`config.mk`:
```
export PLATFORM = sky130hd
export DESIGN_NAME = smp_reg_init_seq
export DESIGN_NICKNAME = d
export VERILOG_FILES = /design/src/rtl/smp_init_pkg.sv /design/src/rtl/smp_bit_phaser.sv /design/src/rtl/smp_seg_ctrl.sv /design/src/rtl/smp_word_serializer.sv /design/src/rtl/smp_reg_init_seq.sv
export SDC_FILE = /design/constraint.sdc
export NUM_CORES = 1
export LEC_CHECK = 0
export BUFFER_PORTS_ARGS = -buffer_cell sky130_fd_sc_hd__buf_4
export CORE_MARGIN = 3
export CORE_UTILIZATION = 51
export DETAILED_ROUTE_END_ITERATION = 10
export GPL_TIMING_DRIVEN = 1
export PLACE_DENSITY = 0.72
export REMOVE_ABC_BUFFERS = 1
export SYNTH_ARGS = -nofsm -noshare
export SYNTH_HDL_FRONTEND = slang
export SYNTH_HIERARCHICAL = 1
export SYNTH_SLANG_ARGS = --single-unit
```
`constraint.sdc`:
```
create_clock -name clk_i -period 2.1 [get_ports clk_i]
set_clock_uncertainty 0.15 [all_clocks]
set_input_delay 0.21 -clock clk_i [delete_from_list [all_inputs] [get_ports clk_i]]
set_output_delay 0.21 -clock clk_i [all_outputs]
set_load 0.02 [all_outputs]
```
`src/rtl/smp_init_pkg.sv`:
```
package smp_init_pkg;
  typedef enum logic [2:0] {
    SEG_IDLE,
    SEG_CFG,
    SEG_GAP_A,
    SEG_WSR,
    SEG_GAP_B,
    SEG_RSR
  } seg_e;

  typedef enum logic [1:0] {
    PH_SETUP,
    PH_HIGH,
    PH_HOLD
  } phase_e;
endpackage

```
`src/rtl/smp_bit_phaser.sv`:
```
module smp_bit_phaser
  import smp_init_pkg::*;
(
  input  logic clk_i,
  input  logic rst_ni,
  input  logic run_i,
  output logic sclk_o,
  output logic bit_end_o
);
  phase_e ph_q;

  always_ff @(posedge clk_i or negedge rst_ni) begin
    if (!rst_ni) ph_q <= PH_SETUP;
    else if (!run_i) ph_q <= PH_SETUP;
    else begin
      unique case (ph_q)
        PH_SETUP: ph_q <= PH_HIGH;
        PH_HIGH:  ph_q <= PH_HOLD;
        default:  ph_q <= PH_SETUP;
      endcase
    end
  end

  assign sclk_o    = run_i && (ph_q == PH_HIGH);
  assign bit_end_o = run_i && (ph_q == PH_HOLD);

  // a high clock is always followed by the hold phase
  p_clk_one_cycle_r6: assert property (@(posedge clk_i) disable iff (!rst_ni)
    sclk_o |=> bit_end_o);
endmodule

```
`src/rtl/smp_seg_ctrl.sv`:
```
module smp_seg_ctrl
  import smp_init_pkg::*;
#(
  parameter int CFG_W   = 8,
  parameter int WSR_W   = 8,
  parameter int RSR_LEN = 1024,
  parameter int CNT_W   = 11
) (
  input  logic             clk_i,
  input  logic             rst_ni,
  input  logic             start_i,
  input  logic             bit_end_i,
  output seg_e             seg_o,
  output logic [CNT_W-1:0] idx_o,
  output logic             load_o,
  output logic             done_o
);
  seg_e             seg_q;
  logic [CNT_W-1:0] idx_q;
  logic [CNT_W-1:0] last_idx;
  logic             done_q;

  always_comb begin
    unique case (seg_q)
      SEG_CFG: last_idx = CNT_W'(CFG_W - 1);
      SEG_WSR: last_idx = CNT_W'(WSR_W - 1);
      SEG_RSR: last_idx = CNT_W'(RSR_LEN - 1);
      default: last_idx = '0;
    endcase
  end

  always_ff @(posedge clk_i or negedge rst_ni) begin
    if (!rst_ni) begin
      seg_q  <= SEG_IDLE;
      idx_q  <= '0;
      done_q <= 1'b0;
    end else begin
      done_q <= 1'b0;
      unique case (seg_q)
        SEG_IDLE: if (start_i) begin
          seg_q <= SEG_CFG;
          idx_q <= '0;
        end
        SEG_GAP_A: seg_q <= SEG_WSR;
        SEG_GAP_B: seg_q <= SEG_RSR;
        default: if (bit_end_i) begin
          if (idx_q == last_idx) begin
            idx_q <= '0;
            if (seg_q == SEG_CFG) seg_q <= SEG_GAP_A;
            else if (seg_q == SEG_WSR) seg_q <= SEG_GAP_B;
            else begin
              seg_q  <= SEG_IDLE;
              done_q <= 1'b1;
            end
          end else begin
            idx_q <= idx_q + 1'b1;
          end
        end
      endcase
    end
  end

  assign seg_o  = seg_q;
  assign idx_o  = idx_q;
  assign done_o = done_q;
  assign load_o = (seg_q == SEG_IDLE) && start_i;

  p_cfg_then_gap_r5: assert property (@(posedge clk_i) disable iff (!rst_ni)
    (seg_q == SEG_CFG) |=> (seg_q == SEG_CFG || seg_q == SEG_GAP_A));
  p_gap_one_cycle_r5: assert property (@(posedge clk_i) disable iff (!rst_ni)
    (seg_q == SEG_GAP_B) |=> (seg_q == SEG_RSR));
  p_busy_start_r9: assert property (@(posedge clk_i) disable iff (!rst_ni)
    (seg_q == SEG_WSR && start_i) |=> (seg_q == SEG_WSR || seg_q == SEG_GAP_B));
endmodule

```
`src/rtl/smp_word_serializer.sv`:
```
module smp_word_serializer
  import smp_init_pkg::*;
#(
  parameter int CFG_W   = 8,
  parameter int WSR_W   = 8,
  parameter int RSR_LEN = 1024,
  parameter int CNT_W   = 11
) (
  input  logic             clk_i,
  input  logic             rst_ni,
  input  logic             load_i,
  input  logic [CFG_W-1:0] cfg_val_i,
  input  logic [WSR_W-1:0] wsr_val_i,
  input  seg_e             seg_i,
  input  logic [CNT_W-1:0] idx_i,
  output logic             sdata_o
);
  logic [CFG_W-1:0] cfg_q, cfg_sh;
  logic [WSR_W-1:0] wsr_q, wsr_sh;

  always_ff @(posedge clk_i or negedge rst_ni) begin
    if (!rst_ni) begin
      cfg_q <= '1;
      wsr_q <= '1;
    end else if (load_i) begin
      cfg_q <= cfg_val_i;
      wsr_q <= wsr_val_i;
    end
  end

  // msb first: shift the index-th bit up to the top
  assign cfg_sh = cfg_q << idx_i;
  assign wsr_sh = wsr_q << idx_i;

  always_comb begin
    unique case (seg_i)
      SEG_CFG: sdata_o = cfg_sh[CFG_W-1];
      SEG_WSR: sdata_o = wsr_sh[WSR_W-1];
      SEG_RSR: sdata_o = (idx_i == CNT_W'(RSR_LEN - 1));
      default: sdata_o = 1'b0;
    endcase
  end

  p_capture_frozen_r10: assert property (@(posedge clk_i) disable iff (!rst_ni)
    (seg_i != SEG_IDLE) |=> ($stable(cfg_q) && $stable(wsr_q)));
endmodule

```
`src/rtl/smp_reg_init_seq.sv`:
```
module smp_reg_init_seq
  import smp_init_pkg::*;
#(
  parameter int          CFG_W     = 8,
  parameter int          WSR_W     = 8,
  parameter int          RSR_LEN   = 1024,
  parameter int          AW        = 4,
  parameter logic [3:0]  ADDR_IDLE = 4'b0000,
  parameter logic [3:0]  ADDR_CFG  = 4'b1100,
  parameter logic [3:0]  ADDR_WSR  = 4'b1101,
  parameter logic [3:0]  ADDR_RSR  = 4'b1011
) (
  input  logic             clk_i,
  input  logic             rst_ni,
  input  logic             start_i,
  input  logic [CFG_W-1:0] cfg_val_i,
  input  logic [WSR_W-1:0] wsr_val_i,
  output logic [AW-1:0]    addr_o,
  output logic             sclk_o,
  output logic             sdata_o,
  output logic             done_o
);
  localparam int MAX_A   = (CFG_W > WSR_W) ? CFG_W : WSR_W;
  localparam int MAX_LEN = (MAX_A > RSR_LEN) ? MAX_A : RSR_LEN;
  localparam int CNT_W   = $clog2(MAX_LEN + 1);

  seg_e             seg;
  logic [CNT_W-1:0] idx;
  logic             load, bit_end, run;

  assign run = (seg == SEG_CFG) || (seg == SEG_WSR) || (seg == SEG_RSR);

  smp_bit_phaser u_phaser (
    .clk_i     (clk_i),
    .rst_ni    (rst_ni),
    .run_i     (run),
    .sclk_o    (sclk_o),
    .bit_end_o (bit_end)
  );

  smp_seg_ctrl #(
    .CFG_W(CFG_W), .WSR_W(WSR_W), .RSR_LEN(RSR_LEN), .CNT_W(CNT_W)
  ) u_ctrl (
    .clk_i     (clk_i),
    .rst_ni    (rst_ni),
    .start_i   (start_i),
    .bit_end_i (bit_end),
    .seg_o     (seg),
    .idx_o     (idx),
    .load_o    (load),
    .done_o    (done_o)
  );

  smp_word_serializer #(
    .CFG_W(CFG_W), .WSR_W(WSR_W), .RSR_LEN(RSR_LEN), .CNT_W(CNT_W)
  ) u_ser (
    .clk_i     (clk_i),
    .rst_ni    (rst_ni),
    .load_i    (load),
    .cfg_val_i (cfg_val_i),
    .wsr_val_i (wsr_val_i),
    .seg_i     (seg),
    .idx_i     (idx),
    .sdata_o   (sdata_o)
  );

  always_comb begin
    unique case (seg)
      SEG_CFG: addr_o = AW'(ADDR_CFG);
      SEG_WSR: addr_o = AW'(ADDR_WSR);
      SEG_RSR: addr_o = AW'(ADDR_RSR);
      default: addr_o = AW'(ADDR_IDLE);
    endcase
  end

  p_setup_r6: assert property (@(posedge clk_i) disable iff (!rst_ni)
    $rose(sclk_o) |-> $stable(sdata_o));
  p_hold_r6: assert property (@(posedge clk_i) disable iff (!rst_ni)
    $fell(sclk_o) |-> $stable(sdata_o));
  p_addr_steady_r7: assert property (@(posedge clk_i) disable iff (!rst_ni)
    sclk_o |-> ($stable(addr_o) && addr_o != AW'(ADDR_IDLE)));
  p_addr_change_low_r7: assert property (@(posedge clk_i) disable iff (!rst_ni)
    !$stable(addr_o) |-> !sclk_o);
  p_done_pulse_r8: assert property (@(posedge clk_i) disable iff (!rst_ni)
    done_o |=> !done_o);
  p_done_idle_r8: assert property (@(posedge clk_i) disable iff (!rst_ni)
    done_o |-> (addr_o == AW'(ADDR_IDLE) && !sclk_o));
endmodule

```
Word level (Yosys, flattened, before mapping)
Cells that the tools add are included.
{"block": "totals", "reg_bits": 33, "latch_bits": 0, "mem_bits_rw": 0, "romBits": 0, "in_bits": 19, "word_cells": 55, "memories": 0}
{"block": "op_classes", "addsub": 1, "multipliers": 0, "div": 0, "magnitude_cmp": 0, "n_eq_ne": 10, "n_shift": 2, "n_mux": 20, "n_bitwise": 1, "n_reduce_logical": 15}
{"op": "two-way mux 11 bit", "count": 3}
{"op": "case mux 11 bit (2 select lines)", "count": 1}
{"op": "left shift 8 x 11 -> 8 bit", "count": 2}
{"op": "case mux 10 bit (2 select lines)", "count": 1}
{"op": "two-way mux 3 bit", "count": 5}
{"op": "case mux 4 bit (3 select lines)", "count": 1}
{"op": "adder 11 x 1 -> 11 bit (second input constant)", "count": 1}
{"op": "equality test 11 x 10 -> 1 bit", "count": 1}
{"op": "equality test 11 x 10 -> 1 bit (second input constant)", "count": 1}
{"op": "case mux 3 bit (3 select lines)", "count": 1}
{"op": "nonzero test 4 bit", "count": 2}
{"op": "equality test 3 x 2 -> 1 bit (second input constant)", "count": 2}
{"op": "equality test 3 bit (second input constant)", "count": 2}
{"op": "AND reduction 3 bit", "count": 2}
{"op": "two-way mux 1 bit", "count": 5}
{"op": "case mux 2 bit (2 select lines)", "count": 1}
{"op": "OR reduction 2 bit", "count": 2}
{"op": "equality test 3 x 1 -> 1 bit (second input constant)", "count": 1}
{"op": "logical AND 1 bit", "count": 3}
{"op": "logical NOT 3 bit", "count": 1}
{"op": "case mux 1 bit (3 select lines)", "count": 1}
{"op": "OR reduction 3 bit", "count": 1}
{"op": "equality test 2 x 1 -> 1 bit (second input constant)", "count": 1}
{"op": "equality test 2 bit (second input constant)", "count": 1}
{"op": "other kinds (6)", "count": 7}

Depth between registers and ports, before layout
Gate-level depths: netlist (run 1).
{"block": "logic_depth", "depth_word": 7, "ltp_mapped": 8, "ltp_nobuf": 7}

Cells and area by module
Netlist (run 1), hierarchy kept.
{"module": "smp_seg_ctrl", "instances": 1, "cells_each": 96, "area_per_inst_um2": 899.6}
{"module": "smp_word_serializer", "instances": 1, "cells_each": 61, "area_per_inst_um2": 832.0}
{"module": "smp_bit_phaser", "instances": 1, "cells_each": 5, "area_per_inst_um2": 80.1}
{"module": "smp_reg_init_seq", "instances": 1, "cells_each": 6, "area_per_inst_um2": 48.8}

Least setup slack after synthesis (run 1)
OpenSTA, ideal clock, no wires.
{"block": "synth_timing", "path_type": "register to output", "from": "register u_ctrl.idx_q[0], in the netlist u_ctrl/idx_o[0]", "to": "output sdata_o", "t_arrival_ns": 1.834, "required_ns": 1.740, "slack_ns": -0.094, "stages_incl_launch_ff": 7, "n_path_buf": 1, "path_cell_list": "dfrtp_1 > buf_6 > and2b_2 > a211oi_1 > a2111oi_0 > nor4_1 > o31ai_1"}
{"block": "synth_between", "elab_chain_len": 2, "elab_cells_between_ends": 4, "cone_classes": "eq/ne (1); shift (2); mux (1)"}
{"element": "start: declaration", "line": "smp_seg_ctrl.sv:19", "rtl": "logic [CNT_W-1:0] idx_q;"}
{"element": "start signal: assignment", "line": "smp_seg_ctrl.sv:56", "rtl": "idx_q <= idx_q + 1'b1;"}
{"element": "left shift 8 x 11 -> 8 bit (tied with other cells)", "line": "smp_word_serializer.sv:33", "rtl": "assign wsr_sh = wsr_q << idx_i;"}
{"element": "case mux 1 bit (3 select lines) *", "line": "smp_word_serializer.sv:36", "rtl": "unique case (seg_i)"}
{"element": "end: declaration", "line": "smp_reg_init_seq.sv:20", "rtl": "output logic sdata_o,"}
Mark *: on every way between the ends. The rest lies on a longest branch, timed or not.

Worst setup path in the final report (run 1)
Same ends and word-level chain as after synthesis.

==> results of run 1 <==
-- kinds of logic after synthesis --
kind of cell	after synthesis
buf+inv	13
flops	33
xor+xnor	8
mux	21
compound gates	27
simple gates	65
fa+ha+maj	1
-- state kept, by name (all words and copies together), names as in the netlist --
name and count:
u_ctrl/idx_o 11, u_ctrl/seg_o 3, u_phaser/ph_q 2, u_ser/cfg_q 8
u_ctrl/done_o 1, u_ser/wsr_q 8
-- worst min-delay path, stage by stage --
cell       delay, ps
buf_4            120
a2bb2oi_2        120
nand2_1           80
o21ai_0           70
-- metrics by stage --
stage | hold slack, ps | setup TNS [ps] | worst slack [ps] | cell area (um2)
2_1_floorplan | -235.6 | -221.5 | -196.1 | 1818
3_3_place_gp | 12.31 | -12.48 | -12.48 | 2188
3_5_place_dp | 20.70 | -95.25 | -76.94 | 2188
4_1_cts | 114.1 | -304.3 | -304.3 | 2526
5_1_grt | 149.4 | -1201 | -376.8 | 2653
6_report | 160.8 | -502.5 | -313.0 | 2653
-- metal layers --
layer | share of wire | vias up | track usage
li1 | - | 754 | -
met5 | 0 | - | 0
met3 | 0.077 | 14 | 0.05612
met4 | 0.021 | 0 | 0.1015
met1 | 0.42 | 808 | 0.2698
met2 | 0.49 | 77 | 0.3618
-- synth_stat cells (2+ instances only) --
cell,n,area (um2)
nand2_1,10,37.54
or4_1,2,15.01
o22ai_1,2,12.51
a211oi_1,2,15.01
o211ai_1,3,22.52
nor2b_1,2,12.51
nand2b_1,2,12.51
a31oi_1,3,18.77
nor2_1,8,30.03
dfrtp_1,17,425.4
nor3_1,7,35.03
xnor2_1,7,61.31
mux2i_1,3,30.03
and4_1,2,17.52
o21ai_0,2,10.01
buf_2,4,20.02
a21boi_0,2,15.01
dfstp_2,16,420.4
a21oi_1,2,10.01
and3b_1,2,17.52
nand3_1,5,25.02
nand3b_1,2,15.01
and2b_2,3,26.28
and2_1,2,12.51
or3_1,4,25.02
mux2_2,17,191.4
inv_1,6,22.52
nor4_1,5,31.28
nand4_1,2,12.51
nand4b_1,2,17.52
a2111oi_0,2,17.52
-- timing repair --
action,4_1_cts,5_1_grt
cloned,0,1
hold buffers,17,0
pin swaps,4,12
endpoints found under the setup margin,3,13
endpoints found under the hold margin,49,0
buffers inserted,3,3
gates resized for setup,15,18
-- layout by cell type, fill, tap and decap left out, types with 3 or more instances in the layout --
| master | Yosys | routed |
|---|---|---|
| buf_4 | 1 | 43 |
| dlygate4sd3_1 | 0 | 17 |
| mux2_2 | 17 | 17 |
| dfstp_2 | 16 | 16 |
| dfrtp_1 | 17 | 13 |
| nand2_1 | 10 | 10 |
| xnor2_1 | 7 | 7 |
| nor3_1 | 7 | 6 |
| inv_1 | 6 | 6 |
| clkbuf_4 | 0 | 5 |
| nand3_1 | 5 | 5 |
| nor2_1 | 8 | 5 |
| or3_1 | 4 | 4 |
| dfrtp_2 | 0 | 4 |
| and2b_2 | 3 | 3 |
| o211ai_1 | 3 | 3 |
| nor2_2 | 0 | 3 |
| mux2i_1 | 3 | 3 |
-- power by group through the flow --
stage                     combinational (mW)  clock (mW)  sequential [mW]
after floorplan                        0.750           0             1.19
after global placement                  1.13           0             1.19
after detailed placement                1.17           0             1.20
after CTS                               1.39       0.442             1.21
after global routing                    1.64       0.470             1.28
final                                   1.55       0.426             1.24
-- cell type report --
class	count	area share
clock buffers	7	0.02500
inverters	6	0.008491
multi-input cells	123	0.4203
flip-flops and latches	33	0.3208
repair buffers	63	0.2019
clock inverters	1	0.001887
well taps	46	0.02170
-- final timing paths --
path,startpoint,to,slack (ps),cells after the start
max in group asynchronous,rst_ni,u_ser/cfg_q[1]$_DFFE_PN1P_,1280,2
hold reg to reg,u_phaser/ph_q[0]$_DFF_PN0_,u_phaser/ph_q[0]$_DFF_PN0_,310,1
setup reg to reg,u_ctrl/idx_o[0]$_DFFE_PN0P_,u_ctrl/idx_o[0]$_DFFE_PN0P_,-70,8
min in group asynchronous,rst_ni,u_ctrl/seg_o[1]$_DFFE_PN0P_,180,2
setup / recovery,u_ctrl/idx_o[0]$_DFFE_PN0P_,sdata_o,-310,5
hold / removal,start_i,u_ctrl/idx_o[1]$_DFFE_PN0P_,160,4
==> impl_metrics.csv, run 1 <==
group,metric,value,unit
run_status,run_status,"finished with violations",
run_status,violations,"setup timing",
clocking,root_buffer,"clkbuf_4",
sta,period_needed,2413,ps
clocking,cts_tree,"yes",
grt,first_global_vias,1590,
power,power.switching_fraction,0.3821,
sta,layout_worst_path_cycle_share,1.149,
sta,maxSlewViolCount,0,
power,power.share.clock,0.133,
power,power.net_switching,1.228,mW
grt,antenna_found_initial,0,
synthesis,syn-mean-instance-area,11.07,um2
synthesis,primary_ff_master_synth,"dfrtp_1",
finish,share_of_cells_above_drive_strength_1,0.5107,
clocking,numCtsBuffers,5,
grt,globalRoute.totalOverflow,0,
synthesis,synth_top_family_by_area,"simple AND/OR/NAND/NOR gates",
placement,io_buffers,25,
setup_path,worst_setup_path_end_kind,"output port",
setup_path,critical-path-slowest-cell,"mux4_2",
route,drc_errors,0,
sta,rsz0062_at_grt,"yes",
setup_path,path_buf_inv,1,
sta,fmax,414.4,MHz
finish,fillerInstances,211,
synthesis,count_of_flip_flops_with_a_built_in_enable_after_synthesis,0,
synthesis,synth.yosys.warnings,6,
synthesis,synth_unique_cells,51,
grt,globalRouteTotalUtil,0.2205,
route,totalWireLength,4683,um
synthesis,post_synth_xor_xnor_area,0.03766,
synthesis,synthMuxAreaShare,0.1311,
setup_path,cp_cell_sequence,"mux4_2 > and3_4 > nor4_4 > o31ai_2 > buf_4",
synthesis,synth-seq-cells,33,
setup_path,crit_arrival,2050,ps
power,seqPwrFrac,0.386,
clocking,worst_skew_pair_later_pin_latency,350,ps
synthesis,synth_async_sr_flop_share,1.000,
finish,count_of_non_filler_cells_in_the_finished_layout,279,
setup_path,worst_ep_required_time,1740,ps
route,route.detailed.vias_per_inst,5.925,
floorplan,number_of_standard_cell_rows_in_the_floorplan,21,
power,power_share_of_the_combinational_group,0.481,
setup_path,critPathTopFamily,"multiplexers",
grt,grt_first_pass_wirelength,7238,um
placement,place_hpwl,2836,um
placement,placed_cells,247,
route,detail_route.wl_per_cell,16.78,um
route,antenna_violating_nets_post_route,0,
power,irDropWorstVdd,0.8191,mV
finish,finish.utilization,0.7766,
placement,place.gp.congestion,0.8339,
route,drtPass1Iterations,4,
floorplan,placeableCoreArea,3416,um2
clocking,clock_sinks,33,
synthesis,synth.cell_area,1861,um2
power,cellPowerDensity,1212,nW/um2
setup_path,crit_path_max_fanout,6,
flow_run,maxCapViolations,0,
clocking,cts.htree.levels,2,
sta,final-hold-violation-count,0,
synthesis,area_fraction_in_and_or_nand_and_nor_cells_after_synthesis,0.2091,
setup_path,timing.setup.critical_path_class,"flop to output port",
clocking,clock_input_transition_at_the_sequential_cells_of_the_worst_setup_and_hold_paths,100,ps
finish,area.growth.synth_to_final,42.57,%
finish,design.final.nets,252,
worst_hold_path,worst_hold_path_type,"input pin to flop",
power,internal-power,1.986,mW
synthesis,post_synth_fa_ha_maj_area_fraction,0.006725,
floorplan,die-height,66.40,um
clocking,clock_tree.buffer_depth,2,
grt,grt_start_max_net_pins,34,
floorplan,start_util,0.5447,
floorplan,design.portCount,26,
finish,seq_area,850.8,um2
synthesis,syn-instance-count,168,
synthesis,synth_compound_gate_area_share,0.1258,
floorplan,die_w,66.40,um
sta,worst_slack,-313.0,ps
sta,setup-violations-final,8,
synthesis,portion_of_the_post_synthesis_area_used_by_sequential_elements,0.4546,
power,p_leak,1.082,nW
floorplan,die-area,4409,um2
sta,worstMarginPinSlew,437.3,ps
setup_path,cpPeakStageDelay,520,ps
route,route.vias.total,1653,
route,detailed_router_s_first_iteration_violation_count,111,
finish,diodes,0,
finish,multi_input_area,1115,um2
sta,worst_slew_margin_relative_to_its_limit,0.7067,
power,totalPowerFinal,3.214,mW
setup_path,setup.worst_path.start_class,"flop",
Note: power is estimated with default switching activity, not from simulation.
==> run 2, diff against run 1 <==
--- a/config.mk
+++ b/config.mk
@@ -11,6 +11,7 @@
 export DETAILED_ROUTE_END_ITERATION = 10
 export GPL_TIMING_DRIVEN = 1
 export PLACE_DENSITY = 0.72
+export RECOVER_POWER = 100
 export REMOVE_ABC_BUFFERS = 1
 export SYNTH_ARGS = -nofsm -noshare
 export SYNTH_HDL_FRONTEND = slang
==> run 2 against run 1 <==
Against the previous run:
- the flow still finishes with violations (setup timing)
- non-clock buffer count did not move
- final area fell by 0.94%
- critical path depth unchanged
- sequential share of layout area rose by 0.31 points
- via count decreased by 0.97%
- clock-buffer cell count unchanged
- critical path type unchanged
- largest cell class unchanged
==> impl_metrics.csv, run 2 (synthesis gave the netlist of run 1 again) <==
group,metric,value,unit
placement,worst_case_setup_slack_after_placement,-76.94,ps
sta,final-hold-violation-count,0,
sta,setup-violations-final,13,
sta,worst_slack,-294.7,ps
route,detailed_router_s_first_iteration_violation_count,115,
route,antenna_violating_nets_post_route,0,
setup_path,crit_path_max_fanout,6,
setup_path,crit_arrival,2030,ps
sta,worstMarginPinSlew,799.8,ps
setup_path,beginning_of_the_worst_register_to_register_path,"u_ctrl/idx_o[0]$_DFFE_PN0P_",
power,irDropWorstVdd,0.7893,mV
floorplan,die-height,66.40,um
power,totalPowerFinal,3.186,mW
clocking,clock_tree.buffer_depth,2,
setup_path,crit-reg2reg-capture,"u_ctrl/idx_o[7]$_DFFE_PN0P_",
worst_hold_path,worst_hold_path_type,"input pin to flop",
sta,maxSlewViolCount,0,
grt,globalRoute.totalOverflow,0,
placement,io_buffers,25,
grt,grt_first_pass_wirelength,7238,um
setup_path,cp-endpoint,"sdata_o",
grt,globalRouteTotalUtil,0.2205,
sta,period_needed,2395,ps
sta,layout_worst_path_cycle_share,1.140,
grt,global_route.peak_usage_layer,"met2",
floorplan,placeableCoreArea,3416,um2
clocking,numCtsBuffers,5,
sta,fmax,417.6,MHz
finish,multi_input_area,1106,um2
floorplan,start_util,0.5447,
grt,antenna_found_initial,0,
route,totalWireLength,4668,um
power,cellPowerDensity,1212,nW/um2
setup_path,setup.worst_path.start_class,"flop",
run_status,run_status,"finished with violations",
floorplan,die-area,4409,um2
finish,layout.cells.most_common,"buf_4",
flow_run,maxCapViolations,0,
clocking,cts_tree,"yes",
setup_path,timing.setup.critical_path_class,"flop to output port",
finish,share_of_cells_above_drive_strength_1,0.4936,
route,route.detailed.vias_per_inst,5.867,
grt,grt_start_max_net_pins,34,
grt,met2_usage,0.3618,
route,detail_route.wl_per_cell,16.73,um
clocking,cts.htree.levels,2,
floorplan,design.portCount,26,
finish,diodes,0,
placement,place_hpwl,2836,um
finish,seq_area,850.8,um2
grt,first_global_vias,1590,
finish,finish.utilization,0.7692,
worst_hold_path,hold_start,"start_i",
finish,design.final.nets,252,
setup_path,r2r_slack,-140,ps
route,route.vias.total,1637,
grt,global_route.usage.met3,0.05612,
sta,worst_slew_margin_relative_to_its_limit,0.4668,
placement,place.gp.congestion,0.8339,
setup_path,cp-startpoint,"u_ctrl/idx_o[0]$_DFFE_PN0P_",
setup_path,worst_setup_path_end_kind,"output port",
run_status,violations,"setup timing",
setup_path,worst_ep_required_time,1740,ps
power,p_leak,1.067,nW
clocking,clock_sinks,33,
finish,area.growth.synth_to_final,41.22,%
sta,rsz0062_at_grt,"yes",
clocking,root_buffer,"clkbuf_4",
setup_path,worst-r2r-cell-count,7,
route,drc_errors,0,
grt,m1_gr_usage,0.2698,
finish,largest_reg_flops,11,
finish,most-common-layout-cells,"37 x buf_4, 17 x dlygate4sd3_1, 17 x mux2_2",
floorplan,number_of_standard_cell_rows_in_the_floorplan,21,
floorplan,die_w,66.40,um
route,drtPass1Iterations,4,
finish,fillerInstances,218,
clocking,clock_input_transition_at_the_sequential_cells_of_the_worst_setup_and_hold_paths,100,ps
clocking,worst_skew_pair_later_pin_latency,340,ps
sta,total_negative_setup_slacks,-1210,ps
## run 2: cell count changes in the layout (fill, tap and decap cells not counted)
cell,previous run,this run
clkbuf_4,5,6
clkbuf_1,1,4
buf_4,43,37
and2_0,0,1
a211o_4,1,0
and2_1,2,1
a21boi_1,1,0
a211o_1,0,1
a21boi_0,1,2
clkbuf_2,0,2
## run 2: how the worst min path moves through the flow
stage                                  endpoint  slack, ps  cells past startpoint
CTS                 u_ctrl/seg_o[0]$_DFFE_PN0P_        110                      4
global route        u_ctrl/idx_o[0]$_DFFE_PN0P_        150                      4
detailed placement  u_ctrl/idx_o[3]$_DFFE_PN0P_         20                      1
finish              u_ctrl/idx_o[1]$_DFFE_PN0P_        160                      4
floorplan               u_ctrl/done_o$_DFF_PN0_       -240                      0
global placement    u_ctrl/idx_o[4]$_DFFE_PN0P_         10                      1
## run 2: critical path, cell delays in order, from the launching register on
cell and delay, ps:
dfrtp_2 460, mux4_2 520, and3_4 210, nor4_4 280, o31ai_2 90, buf_4 160
## run 2: repair_timing
item	CTS	global route
setup endpoints to repair	3	13
gates cloned	0	1
hold endpoints to repair	49	0
pin swaps	4	12
buffers inserted	3	3
resized for setup	15	18
hold buffers	17	0
## run 2: through the flow
step | cell area, um2 | cells | hold WS (ps)
after global routing | 2628 | 279 | 149.4
after CTS | 2526 | 275 | 114.1
after global placement | 2188 | 247 | 12.31
after floorplan | 1818 | 161 | -235.6
after detailed placement | 2188 | 247 | 20.70
final | 2628 | 279 | 158.5
## run 2: layer usage
metal	vias to the layer above	part of all wire
li1	756	-
met1	800	0.43
met2	73	0.49
met3	8	0.067
met4	0	0.016
met5	-	0
## run 2: final cells by class
type	instances	share of cell area
Multi-Input combinational cell	123	0.4210
Sequential cell	33	0.3238
Timing Repair Buffer	63	0.1976
Clock buffer	7	0.02524
Tap cell	46	0.02190
Inverter	6	0.008571
Clock inverter	1	0.001905
## run 2: where the power goes
part           switching [mW]  internal [mW]  total, mW
Combinational           0.735          0.785       1.52
Clock                   0.221          0.202      0.423
Sequential              0.262          0.980       1.24
Total                    1.22           1.97       3.19
==> run 3, diff against run 2 <==
--- a/config.mk
+++ b/config.mk
@@ -6,6 +6,7 @@
 export NUM_CORES = 1
 export LEC_CHECK = 0
 export BUFFER_PORTS_ARGS = -buffer_cell sky130_fd_sc_hd__buf_4
+export CORE_ASPECT_RATIO = 1.2
 export CORE_MARGIN = 3
 export CORE_UTILIZATION = 51
 export DETAILED_ROUTE_END_ITERATION = 10
==> run 3 against run 2 <==
Against the previous run:
- die area barely moved
- critical endpoint unchanged
- the flow still finishes with violations (setup timing)
- global-route usage fell by 1.3 points
- clock power rose by 23%
- sequential share of layout area rose by 4.0 points
- final cell count fell by 11%
- non-clock buffer count fell by 22
- largest cell class unchanged
- via count fell by 7.9%
- hold slack got worse by 150 ps
- final area fell by 11%
==> impl_metrics.csv, run 3 (synthesis gave the netlist of run 1 again) <==
group,metric,value,unit
route,route.vias.total,1507,
power,cellPowerDensity,1290,nW/um2
finish,most-common-layout-cells,"31 x buf_4, 17 x mux2_2, 16 x dfrtp_1, 16 x dfstp_2, 10 x nand2_1",
setup_path,crit_path_max_fanout,7,
route,totalWireLength,4042,um
setup_path,crit_arrival,1930,ps
setup_path,setup.worst_path.start_class,"flop",
clocking,clock_sinks,33,
placement,place_hpwl,2924,um
clocking,root_buffer,"clkbuf_8",
route,detailed_router_s_first_iteration_violation_count,51,
floorplan,number_of_standard_cell_rows_in_the_floorplan,23,
grt,globalRouteTotalUtil,0.2075,
sta,worst_slack,-194.6,ps
sta,fmax,435.8,MHz
finish,largest_reg_flops,11,
setup_path,r2r_slack,-170,ps
worst_hold_path,hold_start,"wsr_val_i[2]",
placement,io_buffers,25,
grt,grt_first_pass_wirelength,6865,um
finish,finish.utilization,0.6792,
finish,design.final.nets,229,
floorplan,die_w,61.14,um
setup_path,cpPeakStageDelay,520,ps
clocking,clock_tree.buffer_depth,2,
setup_path,worst_ep_required_time,1740,ps
setup_path,cp_cell_sequence,"mux4_2 > and3_4 > nor4_2 > o31ai_1 > buf_4",
finish,diodes,0,
grt,first_global_vias,1504,
sta,worst_slew_margin_relative_to_its_limit,0.4788,
setup_path,beginning_of_the_worst_register_to_register_path,"u_ctrl/idx_o[5]$_DFFE_PN0P_",
finish,layout.cells.most_common,"buf_4",
floorplan,placeableCoreArea,3425,um2
floorplan,start_util,0.5433,
finish,share_of_cells_above_drive_strength_1,0.4571,
sta,final-hold-violation-count,0,
clocking,cts_tree,"yes",
route,drtPass1Iterations,4,
clocking,clock_input_transition_at_the_sequential_cells_of_the_worst_setup_and_hold_paths,70,ps
floorplan,design.portCount,26,
sta,setup-violations-final,3,
setup_path,worst-r2r-cell-count,5,
flow_run,maxCapViolations,0,
setup_path,critical-path-slowest-cell,"mux4_2",
power,totalPowerFinal,3.001,mW
sta,rsz0062_at_grt,"yes",
run_status,run_status,"finished with violations",
route,route.detailed.vias_per_inst,6.101,
setup_path,crit-reg2reg-capture,"u_ctrl/seg_o[2]$_DFFE_PN0P_",
sta,period_needed,2295,ps
route,drc_errors,0,
setup_path,timing.setup.critical_path_class,"flop to output port",
sta,maxSlewViolCount,0,
placement,place.gp.congestion,0.8349,
worst_hold_path,min_path_cells,2,
power,p_leak,0.9721,nW
grt,globalRoute.totalOverflow,0,
floorplan,die-area,4412,um2
run_status,violations,"setup timing",
grt,antenna_found_initial,0,
clocking,worst_skew_pair_later_pin_latency,280,ps
route,antenna_violating_nets_post_route,0,
worst_hold_path,worst_hold_path_type,"input pin to flop",
setup_path,worst_setup_path_end_kind,"output port",
sta,worstMarginPinSlew,781.9,ps
floorplan,die-height,72.17,um
power,irDropWorstVdd,0.6922,mV
sta,layout_worst_path_cycle_share,1.093,
clocking,numCtsBuffers,5,
clocking,cts.htree.levels,2,
worst_hold_path,hold_end,"u_ser/wsr_q[2]$_DFFE_PN1P_",
route,detail_route.wl_per_cell,16.36,um
finish,area.growth.synth_to_final,25.02,%
grt,grt_start_max_net_pins,34,
run 3: cell count changes in the layout (fill, tap and decap cells not counted), sizes merged:
cell	change
dlygate4sd3	-15
buf	-7
a2bb2oi	-1
run 3: metal layers:
metal	routed length [um]	track usage	share of wire
met4	63	0.05783	0.016
met3	253	0.06050	0.063
met1	1559	0.2454	0.39
met5	0	0	0
met2	2165	0.3576	0.54
run 3: report_power, final:
| group | switching (mW) | internal [mW] |
|---|---|---|
| logic | 0.626 | 0.647 |
| clock network | 0.225 | 0.296 |
| registers | 0.231 | 0.976 |
| total | 1.08 | 1.92 |
run 3: layout make-up:
class / instances / area (um2)
fill: 294 / 1099
multi-input combinational: 122 / 1006
sequential: 33 / 847.1
timing repair buffer: 41 / 302.8
clock buffer: 7 / 96.34
tap: 37 / 46.29
inverter: 6 / 22.52
clock inverter: 1 / 5.005
run 3: critical path, delay by kind of cell (launching register included):
family | cells | cell delay (ps)
simple gates | 2 | 440
buf+inv | 1 | 160
mux | 1 | 520
compound gates | 1 | 90
flops | 1 | 440
run 3: how the worst max path moves through the flow:
stage	from	to	slack (ps)	depth (start not counted)
detailed placement	u_ctrl/idx_o[0]$_DFFE_PN0P_	sdata_o	4	6
global placement	u_ctrl/idx_o[0]$_DFFE_PN0P_	sdata_o	30	5
floorplan	u_ctrl/seg_o[2]$_DFFE_PN0P_	sdata_o	-200	5
CTS	u_ctrl/idx_o[0]$_DFFE_PN0P_	sdata_o	-190	6
finish	u_ctrl/idx_o[0]$_DFFE_PN0P_	sdata_o	-190	5
global route	u_ctrl/seg_o[2]$_DFFE_PN0P_	sdata_o	-290	7
run 3: through the flow:
| step | area [um2] | setup WS [ps] | TNS, ps | cells | hold WS, ps |
|---|---|---|---|---|---|
| after global routing | 2326 | -286.0 | -1237 | 247 | 1.050 |
| after CTS | 2308 | -194.5 | -194.5 | 247 | 0.5059 |
| after floorplan | 1818 | -196.1 | -221.5 | 161 | -235.6 |
| after global placement | 2170 | 28.24 | 0 | 237 | 9.356 |
| after detailed placement | 2170 | 4.278 | 0 | 237 | 21.69 |
| final | 2326 | -194.6 | -372.2 | 247 | 5.200 |
run 3: timing repair:
action,in CTS,in global routing
buffers inserted,0,0
pin swaps,3,2
setup endpoints to repair,1,13
hold buffers,2,0
cloned,0,0
hold endpoints to repair,18,0
gates resized for setup,6,9
